## src/rtl/startup_pkg.sv

```systemverilog
// Shared constants and types for the start-up sequencer.
// Assumes: stage 0 is the start stage, stages 1..4 are tappable.
package startup_pkg;
    localparam int NSTG = 5;           // stages 0..4
    localparam int NEVT = 3;           // release events
    typedef logic [1:0] tap_t;         // 0 -> stage 1 ... 3 -> stage 4
    typedef enum int {EV_DONE = 0, EV_IO = 1, EV_GSR = 2} evt_e;
endpackage

```

## src/rtl/startup_lencnt.sv

```systemverilog
// Counts configuration clock pulses since clear and flags the start condition.
// Assumes: count saturates at all-ones; match needs memory full.
module startup_lencnt #(
    parameter int LEN_W = 16
) (
    input  logic             clk,
    input  logic             rst_n,
    input  logic             clr,
    input  logic             cfg_ce,
    input  logic             mem_full,
    input  logic [LEN_W-1:0] len_count,
    output logic             match
);
    localparam logic [LEN_W-1:0] CNT_MAX = '1;

    logic [LEN_W-1:0] cnt;

    // Saturating pulse counter, zeroed by reset or clear.
    always_ff @(posedge clk) begin
        if (!rst_n || clr) begin
            cnt <= '0;
        end else if (cfg_ce && cnt != CNT_MAX) begin
            cnt <= cnt + 1'b1;
        end
    end

    // Start condition: length reached and memory full.
    always_comb begin
        match = mem_full && (cnt == len_count);
    end

    AST_CNT_HOLD: assert property (@(posedge clk) disable iff (!rst_n)
        (!clr && !cfg_ce) |=> $stable(cnt));
endmodule

```

## src/rtl/startup_shreg.sv

```systemverilog
// Sticky five-stage start-up chain. Stage 0 is set on a cfg pulse at match;
// stages 1..4 shift on the selected step pulse; stage 3 may wait on done_in.
// Assumes: all pulses are qualifiers of the single clk.
module startup_shreg
    import startup_pkg::*;
(
    input  logic            clk,
    input  logic            rst_n,
    input  logic            clr,
    input  logic            cfg_ce,
    input  logic            usr_ce,
    input  logic            match,
    input  logic            sel_usr_clk,
    input  logic            sync_done,
    input  logic            done_in,
    output logic [NSTG-1:0] q
);
    logic step;
    logic q3_ok;

    // Step pulse for stages 1..4 chosen by the clock option.
    always_comb begin
        step  = sel_usr_clk ? usr_ce : cfg_ce;
        q3_ok = !sync_done || done_in || q[3];
    end

    // Stage 0: set on a cfg pulse while the start condition holds.
    always_ff @(posedge clk) begin
        if (!rst_n || clr) begin
            q[0] <= 1'b0;
        end else if (cfg_ce && match) begin
            q[0] <= 1'b1;
        end
    end

    // Stages 1..4: shift on the step pulse; stage 3 gated by DONE input.
    generate
        for (genvar k = 1; k < NSTG; k++) begin : g_stg
            always_ff @(posedge clk) begin
                if (!rst_n || clr) begin
                    q[k] <= 1'b0;
                end else if (step) begin
                    if (k == 3) q[k] <= q[k-1] && q3_ok;
                    else        q[k] <= q[k-1];
                end
            end
        end
    endgenerate

    AST_CLR_ZERO: assert property (@(posedge clk) disable iff (!rst_n)
        clr |=> (q == '0));
    AST_START_NEEDS_MATCH: assert property (@(posedge clk) disable iff (!rst_n)
        $rose(q[0]) |-> $past(cfg_ce && match));
    AST_NO_STEP_HOLD: assert property (@(posedge clk) disable iff (!rst_n)
        (!step && !clr) |=> (q[NSTG-1:1] == $past(q[NSTG-1:1])));
    AST_STALL_DONE: assert property (@(posedge clk) disable iff (!rst_n)
        (sync_done && !done_in && !q[3] && !clr) |=> !q[3]);
endmodule

```

## src/rtl/startup_evt.sv

```systemverilog
// One release event: picks a stage by tap, forms the global output with
// optional user-net takeover and polarity. Assumes stg holds stages 1..4.
module startup_evt
    import startup_pkg::*;
(
    input  logic [NSTG-2:0] stg,
    input  tap_t            tap,
    input  logic            inv,
    input  logic            usr_en,
    input  logic            usr_net,
    output logic            fired,
    output logic            gbl
);
    // Event state and output level.
    always_comb begin
        fired = stg[tap];
        gbl   = (!fired || (usr_en && usr_net)) ^ inv;
    end
endmodule

```

## src/rtl/startup_seq.sv

```systemverilog
// Top of the start-up sequencer: counter, stage chain and three events.
// Assumes: clr_mem models the clear/INIT phase; done_in is the wired pin level.
module startup_seq
    import startup_pkg::*;
#(
    parameter int LEN_W = 16
) (
    input  logic             clk,
    input  logic             rst_n,
    input  logic             clr_mem,
    input  logic             cfg_ce,
    input  logic             usr_ce,
    input  logic             mem_full,
    input  logic [LEN_W-1:0] len_count,
    input  logic             sel_usr_clk,
    input  logic             sync_done,
    input  logic [1:0]       tap_done,
    input  logic [1:0]       tap_io,
    input  logic [1:0]       tap_gsr,
    input  logic             gts_inv,
    input  logic             gsr_inv,
    input  logic             gts_usr_en,
    input  logic             gsr_usr_en,
    input  logic             usr_gts,
    input  logic             usr_gsr,
    input  logic             done_in,
    output logic             done_drive_low,
    output logic             gts_out,
    output logic             gsr_out,
    output logic             finished
);
    logic            match;
    logic [NSTG-1:0] q;
    tap_t            ev_tap  [NEVT];
    logic            ev_inv  [NEVT];
    logic            ev_uen  [NEVT];
    logic            ev_unet [NEVT];
    logic            ev_fire [NEVT];
    logic            ev_gbl  [NEVT];

    startup_lencnt #(.LEN_W(LEN_W)) u_cnt (
        .clk(clk), .rst_n(rst_n), .clr(clr_mem), .cfg_ce(cfg_ce),
        .mem_full(mem_full), .len_count(len_count), .match(match)
    );

    startup_shreg u_chain (
        .clk(clk), .rst_n(rst_n), .clr(clr_mem), .cfg_ce(cfg_ce),
        .usr_ce(usr_ce), .match(match), .sel_usr_clk(sel_usr_clk),
        .sync_done(sync_done), .done_in(done_in), .q(q)
    );

    // Per-event option routing; DONE has no polarity or user takeover.
    always_comb begin
        ev_tap[EV_DONE]  = tap_done;  ev_inv[EV_DONE] = 1'b0;
        ev_uen[EV_DONE]  = 1'b0;      ev_unet[EV_DONE] = 1'b0;
        ev_tap[EV_IO]    = tap_io;    ev_inv[EV_IO]   = gts_inv;
        ev_uen[EV_IO]    = gts_usr_en; ev_unet[EV_IO] = usr_gts;
        ev_tap[EV_GSR]   = tap_gsr;   ev_inv[EV_GSR]  = gsr_inv;
        ev_uen[EV_GSR]   = gsr_usr_en; ev_unet[EV_GSR] = usr_gsr;
    end

    generate
        for (genvar e = 0; e < NEVT; e++) begin : g_evt
            startup_evt u_evt (
                .stg(q[NSTG-1:1]), .tap(ev_tap[e]), .inv(ev_inv[e]),
                .usr_en(ev_uen[e]), .usr_net(ev_unet[e]),
                .fired(ev_fire[e]), .gbl(ev_gbl[e])
            );
        end
    endgenerate

    // Output pins.
    always_comb begin
        done_drive_low = ev_gbl[EV_DONE];
        gts_out        = ev_gbl[EV_IO];
        gsr_out        = ev_gbl[EV_GSR];
        finished       = q[NSTG-1];
    end

    AST_FIN_RELEASED: assert property (@(posedge clk) disable iff (!rst_n)
        finished |-> (ev_fire[EV_DONE] && ev_fire[EV_IO] && ev_fire[EV_GSR]));
    AST_DONE_PIN: assert property (@(posedge clk) disable iff (!rst_n)
        (clr_mem) |=> done_drive_low);
endmodule

```

## config.mk

```make
export PLATFORM = sky130hd
export DESIGN_NAME = startup_seq
export DESIGN_NICKNAME = d
export VERILOG_FILES = /design/src/rtl/startup_pkg.sv /design/src/rtl/startup_lencnt.sv /design/src/rtl/startup_shreg.sv /design/src/rtl/startup_evt.sv /design/src/rtl/startup_seq.sv
export SDC_FILE = /design/constraint.sdc
export NUM_CORES = 1
export LEC_CHECK = 0
export ABC_CLOCK_PERIOD_IN_PS = 5100
export BUFFER_PORTS_ARGS = -buffer_cell sky130_fd_sc_hd__buf_2
export CAP_MARGIN = 40
export CORE_MARGIN = 2
export CORE_UTILIZATION = 55
export DETAILED_ROUTE_END_ITERATION = 16
export PLACE_DENSITY = 0.84
export SLEW_MARGIN = 25
export SYNTH_ARGS = -nofsm -noshare
export SYNTH_HDL_FRONTEND = slang
export SYNTH_HIERARCHICAL = 1
export SYNTH_SLANG_ARGS = --single-unit
```

## constraint.sdc

```tcl
create_clock -name clk -period 5.1 [get_ports clk]
set_input_delay 0.765 -clock clk [delete_from_list [all_inputs] [get_ports clk]]
set_output_delay 0.765 -clock clk [all_outputs]
set_load 0.01 [all_outputs]
```

## Word-level counts from Yosys, hierarchy flattened

Cells that the tools add are included.

- Bits in registers: 21
- Input bits: 37
- Output and inout bits: 4
- Logic and storage cells: 37

- Add/subtract/negate cells: 1
- Magnitude comparators: 3
- Eq/ne operators: 2
- Muxes and demuxes: 7
- Bitwise logic cells: 2
- Reduce and logical (&&, ||, !) cells: 16

Operator list:

| cell | count |
|---|---|
| $add 16x1->16 const B | 1 |
| $eq 16x16->1 | 1 |
| $ne 16x16->1 const B | 1 |
| $lt 2x3->1 const B | 3 |
| $bmux 1 s2 | 3 |
| $logic_and 1x1->1 | 6 |
| $logic_not 1->1 | 5 |
| $logic_or 1x1->1 | 5 |
| $mux 1 | 4 |
| $xor 1x1->1 | 2 |

## Depth between registers and ports, before layout

Gate-level depths: netlist of the first run.

- Word-level depth: 5
- Mapped depth: 7
- Depth with buffers taken out: 6

## Cells and area by module

Netlist of the first run, hierarchy kept.

By module, submodules not included:

| module | instances | cells each | area each (um2) | seq. area each (um2) |
|---|---|---|---|---|
| startup_lencnt | 1 | 123 | 1052.3 | 320.3 |
| startup_shreg | 1 | 19 | 206.4 | 100.1 |
| startup_evt | 3 | 4 | 48.8 | 0.0 |
| startup_seq | 1 | 1 | 3.8 | 0.0 |

## Least setup slack after synthesis of the first run

OpenSTA, ideal clock, no wires.

- Kind: in2out
- Start point: input port tap_gsr[0]
- End point: output port gsr_out
- Data arrival time: 1.505 ns
- Required time: 4.335 ns
- Setup slack: 2.830 ns
- Stages on the path: 3
- Path buffers: 0
- Cell sequence: mux4_2 -> nand2_2 -> xor2_2

- Word-level cells in the longest chain between the ends: 5

RTL lines:

| what | line | source |
|---|---|---|
| start, declared | startup_seq.sv:19 | `input logic [1:0] tap_gsr,` |
| $bmux 1 s2 | startup_evt.sv:16 | `fired = stg[tap];` |
| $mux 1 (implied by the code) | startup_evt.sv:16 |  |
| $logic_not 1->1 | startup_evt.sv:17 | `gbl = (!fired \|\| (usr_en && usr_net)) ^ inv;` |
| $logic_or 1x1->1 | startup_evt.sv:17 |  |
| $xor 1x1->1 | startup_evt.sv:17 |  |
| end, declared | startup_seq.sv:29 | `output logic gsr_out,` |

No other way between the ends. The select of a mux whose other input is x is not followed.

==> out/qor.yml, run 1 <==
timing.final.crit_period_ns: 2.47
synthDistinctLibCells: 50
final_cell_area_sq_mm: 0.00163
port_buffers: 40
h-tree-depth: 1
core_area_sq_mm: 0.00245
p_int_uw: 216
dp.final_hpwl_microns: 2490
cts-root-buf: "clkbuf_4"
cp.required_ns: 4.34
routed_wl_microns: 3150
postLayoutSetupSlackWorst_ns: 2.63
grt_usage: 0.227
hold_violations: 0
cts_resized: 0
gr-total-overflow: 0
critPathLaunchType: "input port"
cp_slowest_cell: "mux4_2"
cpMostUsedCell: "buf_2"
grt_pass1_vias: 1181
row_count: 18
p_sw_frac: 0.245
arrival_ns: 1.70
drc_errors: 0
outcome: "finished clean"
end_kind: "output pin"
seqPwrFrac: 0.579
nNetsFinal: 233
combPwrFrac: 0.146
start_util: 0.574
irDropWorstVdd_v: 0.000181
synthFlopType: "dfxtp_1"
skew_ns: 0.00767
drt-pass1-iter-count: 5
hold_path_class: "reg -> reg"
fin_cells: 224
fin_setup_tns_ns: 0
cap_violations: 0
synth_warnings: 6
ys_seq_area_frac: 0.298
final_core_util: 0.665
worstSetupPathType: "in -> out"
cts_hold_buf: 0
cts.clk_slew.worst_paths_ns: 0.12
cts_tree: "done"
antenna_found_initial: 0
via_per_inst: 5.93
die_w_microns: 54.6
p_total_uw: 286
slew_headroom: 0.539
die_h_microns: 54.6
cts_buffers: 3
vias: 1328
postSynthAreaPerCell_sq_um: 9.09
cp_max_fo: 1
clock_latency_ns: 0.30
cp_top_family: "multiplexers"
critical_path_buf_inv_count: 2
synth-async-reset-ratio: 0
syn_area_sq_mm: 0.00141
diodes: 0
grt_pass1_wl_microns: 4920
switchingPower_uw: 70.3
clock_power_share: 0.275
rsz0062_at_grt: "false"
synth_edf_count: 0
syn_to_final_growth_pct: 15.8
holdWs_ns: 0.498
syn_inst: 155
drive_gt1_frac: 0.330
place_area_sq_mm: 0.00160
finalSetupViolCount: 0
cp_cell_sequence: "buf_2 > mux4_2 > nand2_2 > xor2_2 > buf_2"
ys_seq_elements: 21
fmax_mhz: 405
cts_max_path_buffers: 2
slew_viol_final: 0
slowest_delay_ns: 0.50
wire_per_inst_microns: 14.1
gp_congestion: 0.839
post_cts_buffers: 0
clock_sinks: 21
dpl_worst_slack_ns: 2.62
power_density_mw_per_mm2: 176
grt_max_degree: 14
dieArea_sq_mm: 0.00298
worst_pin_slew_ns: 0.687
drt_iter0_drc: 25
finalCritPeriodShare: 0.484
drtAntennaViolNets: 0
io_pins: 41
place_inst: 220
p_leak_nw: 0.667
## flip-flops by register name, indices dropped and copies added, names as in the netlist
name,cells
u_cnt/cnt,16
u_chain/q,5
## worst paths after layout
path | slack, ns | to | depth (start not counted) | start
max | 2.63 | gsr_out | 5 | tap_gsr[0]
min | 0.50 | u_chain/q[0] | 2 | u_chain/q[0]
max reg2reg | 2.99 | u_cnt/cnt[10] | 5 | u_cnt/cnt[0]
min reg2reg | 0.50 | u_chain/q[0] | 2 | u_chain/q[0]
## power by group through the flow
stage | Clock (mW) | Combinational (mW) | Sequential (mW)
after global routing | 0.0874 | 0.0459 | 0.166
after CTS | 0.0815 | 0.0420 | 0.166
after global placement | 0 | 0.0404 | 0.170
final | 0.0788 | 0.0417 | 0.166
after detailed placement | 0 | 0.0416 | 0.170
after floorplan | 0 | 0.0203 | 0.169
## kinds of logic after synthesis
kind of cell             after synthesis  share of synthesized area
adder cells (fa/ha/maj)                1                    0.00888
other                                  1                    0.00266
buffers and inverters                 11                     0.0462
multiplexers                           8                     0.0924
AO/OA/AOI/OAI                         29                      0.132
flip-flops                            21                      0.298
AND/OR/NAND/NOR                       64                      0.279
XOR/XNOR                              20                      0.140
## layout by cell type (no fill, tap or decap), drive strengths merged, types with 4 or more instances in the layout
cell type   n
nor2       13
inv         4
xnor2      13
or4         4
nand4       8
dfxtp      21
buf        40
a21oi      11
nand3       6
mux2i       5
o21ai       7
nand2      15
xor2        7
## layout make-up
type / instances / area (sq um)
Clock inverter: 1 / 5.00
Timing Repair Buffer: 40 / 200
Clock buffer: 3 / 22.5
Inverter: 4 / 15.0
Multi-Input combinational cell: 125 / 931
Sequential cell: 21 / 420
Fill cell: 212 / 823
Tap cell: 30 / 37.5
## routing by layer
| metal | vias to the layer above | wire length (microns) | track usage |
|---|---|---|---|
| met5 | - | 0 | 0 |
| met4 | 0 | 36 | 0.104 |
| met3 | 4 | 174 | 0.0328 |
| met2 | 48 | 1600 | 0.393 |
| met1 | 628 | 1340 | 0.275 |
| li1 | 648 | - | - |
## worst min-delay path, cell delays in order, from the launching register on
cell and delay, ns:
dfxtp_1 0.35, a21oi_1 0.05, nor2_1 0.07
## synthesized netlist by cell type (all sizes together) (2+ instances only)
master  instances  area, sq um
a21oi          11         58.8
a31oi           2         12.5
and3            2         17.5
and4            3         30.0
buf             5         36.3
dfxtp          21          420
inv             4         15.0
mux2i           5         62.6
mux4            3         67.6
nand2          15         63.8
nand3           6         30.0
nand4           8         71.3
nor2           13         51.3
nor3            3         15.0
nor4            3         33.8
o21ai           7         35.0
o31ai           3         22.5
or3             3         20.0
or4             4         30.0
xnor2          13          114
xor2            7         83.8
Power figures use the tool's default switching activity.
==> run 2, diff against run 1 <==
--- a/config.mk
+++ b/config.mk
@@ -5,13 +5,13 @@
 export SDC_FILE = /design/constraint.sdc
 export NUM_CORES = 1
 export LEC_CHECK = 0
-export ABC_CLOCK_PERIOD_IN_PS = 5100
+export ABC_CLOCK_PERIOD_IN_PS = 2500
 export BUFFER_PORTS_ARGS = -buffer_cell sky130_fd_sc_hd__buf_2
 export CAP_MARGIN = 40
 export CORE_MARGIN = 2
-export CORE_UTILIZATION = 55
+export CORE_UTILIZATION = 51
 export DETAILED_ROUTE_END_ITERATION = 16
-export PLACE_DENSITY = 0.84
+export PLACE_DENSITY = 0.79
 export SLEW_MARGIN = 25
 export SYNTH_ARGS = -nofsm -noshare
 export SYNTH_HDL_FRONTEND = slang
==> constraint.sdc (replaced) <==
create_clock -name clk -period 2.5 [get_ports clk]
set_input_delay 0.375 -clock clk [delete_from_list [all_inputs] [get_ports clk]]
set_output_delay 0.375 -clock clk [all_outputs]
set_load 0.01 [all_outputs]
==> out/qor.yml, run 2 (same netlist as run 1, synthesis figures left out) <==
core_area_sq_mm: 0.00269  # +9.4%
dp.final_hpwl_microns: 2470  # -0.62%
rsz0062_at_grt: "false"
timing.final.crit_period_ns: 2.06
syn_to_final_growth_pct: 15.8  # unchanged
p_leak_nw: 0.664  # -0.41%
vias: 1318  # -0.75%
cp.required_ns: 2.72  # -1.62 ns
grt_pass1_wl_microns: 5360  # +9.0%
cts-root-buf: "clkbuf_4"
cap_violations: 0  # unchanged
start_util: 0.524  # -0.0495
gr-total-overflow: 0  # unchanged
r2r_setup_slack_ns: 0.44  # -2.55 ns
r2r_end: "u_cnt/cnt[10]"
post_cts_buffers: 0  # unchanged
clock_latency_ns: 0.31  # about the same
slew_headroom: 0.541  # +0.00255
drt-pass1-iter-count: 4  # -1
finalCritPeriodShare: 0.825
slew_viol_final: 0  # unchanged
cts_max_path_buffers: 2  # unchanged
layout_common_cells: "buf_2, dfxtp_1, xnor2_1"
irDropWorstVdd_v: 0.000278  # +54%
reg2reg_depth: 5  # unchanged
hold_start: "rst_n"
die_w_microns: 56.6  # +3.6%
drt_iter0_drc: 63  # +150%
cp_cell_sequence: "ha_1 > nand4_1 > a311oi_1 > a31oi_1 > a41o_1"
cp_max_fo: 7  # +6
regToRegStartpoint: "u_cnt/cnt[0]"
cp_top_family: "compound AO/OA/AOI/OAI gates"
clock_sinks: 21  # unchanged
cts_hold_buf: 0  # unchanged
wire_per_inst_microns: 14.2  # +1.3%
drtAntennaViolNets: 0  # unchanged
final_cell_area_sq_mm: 0.00163  # unchanged
grt_pass1_vias: 1229  # +4.1%
hold_depth: 3  # +1
slowest_delay_ns: 0.56  # +0.06 ns
hold_violations: 0  # unchanged
outcome: "finished clean"
finalSetupViolCount: 0  # unchanged
antenna_found_initial: 0  # unchanged
fmax_mhz: 485
arrival_ns: 2.28  # +0.58 ns
via_per_inst: 5.86  # -1.2%
nNetsFinal: 233  # unchanged
diodes: 0  # unchanged
dieArea_sq_mm: 0.00320  # +7.3%
cp_slowest_cell: "a311oi_1"
gp_congestion: 0.850  # +1.3%
grt_usage: 0.211  # -0.0165
hold_path_class: "in -> reg"
grt_max_degree: 14  # unchanged
worst_pin_slew_ns: 0.683  # -0.00379 ns
cts.clk_slew.worst_paths_ns: 0.12  # about the same
row_count: 19  # +1
worstSetupPathType: "reg -> reg"
cts_tree: "done"
holdWs_ns: 0.417  # -0.0805 ns
final_common_cell: "buf_2"
place_area_sq_mm: 0.00161  # about the same
critPathLaunchType: "flip-flop"
holdPathEnd: "u_chain/q[0]"
cts_resized: 0  # unchanged
largest_register_ffs: 16  # unchanged
power_density_mw_per_mm2: 364  # +110%
critical_path_buf_inv_count: 0  # -2
skew_ns: 0.00110  # -0.00657 ns
top_register: "u_cnt/cnt"
cts_buffers: 3  # unchanged
path_depth: 5  # unchanged
fin_setup_tns_ns: 0  # unchanged
drc_errors: 0  # unchanged
routed_wl_microns: 3210  # +1.7%
drive_gt1_frac: 0.325  # -0.00515
h-tree-depth: 1  # unchanged
die_h_microns: 56.6  # +3.6%
port_buffers: 40  # unchanged
io_pins: 41  # unchanged
reg.largest.list: "u_cnt/cnt (16), u_chain/q (5)"
end_kind: "flip-flop"
## run 2: changes by cell type in the layout (fill, tap and decap cells not counted), sizes merged
cell,before,now
clkbuf,3,4
clkinv,1,0
## run 2: power by group
group	switching, mW	leakage, nW	total, mW	internal (mW)
clock	0.108	0.0150	0.171	0.0625
combinational	0.0397	0.480	0.0849	0.0452
sequential	0.00218	0.169	0.338	0.336
total	0.150	0.664	0.594	0.444
## run 2: how the worst max path moves through the flow
stage,from,endpoint
3_5_place_dp,u_cnt/cnt[0],u_cnt/cnt[10]
4_1_cts,u_cnt/cnt[0],u_cnt/cnt[10]
6_report,u_cnt/cnt[0],u_cnt/cnt[10]
3_3_place_gp,u_cnt/cnt[0],u_cnt/cnt[10]
2_1_floorplan,u_cnt/cnt[0],u_cnt/cnt[10]
5_1_grt,u_cnt/cnt[0],u_cnt/cnt[10]
## run 2: routing by layer
| metal | global-route usage | routed length [microns] | vias up |
|---|---|---|---|
| li1 | - | - | 642 |
| met1 | 0.259 | 1280 | 627 |
| met2 | 0.370 | 1700 | 44 |
| met3 | 0.0300 | 172 | 5 |
| met4 | 0.0782 | 47 | 0 |
| met5 | 0 | 0 | - |
## run 2: worst register-to-register path, cell delays in order (launching register included)
cell and delay, ns:
dfxtp_1 0.43, ha_1 0.30, nand4_1 0.29, a311oi_1 0.56, a31oi_1 0.16, a41o_1 0.23
## run 2: through the flow
step	total power, mW	std cells	worst slack, ns	util
floorplan	0.387	157	0.808	-
global placement	0.428	221	0.678	0.598
detailed placement	0.431	221	0.519	0.598
CTS	0.601	225	0.488	0.607
global route	0.616	225	0.270	0.607
finish	0.594	225	0.436	0.607
## run 2: cell type report
class | count | area, sq um
repair buffers | 40 | 200
inverters | 4 | 15.0
flip-flops and latches | 21 | 420
fillers | 246 | 1050
multi-input cells | 125 | 931
well taps | 31 | 38.8
clock buffers | 4 | 26.3
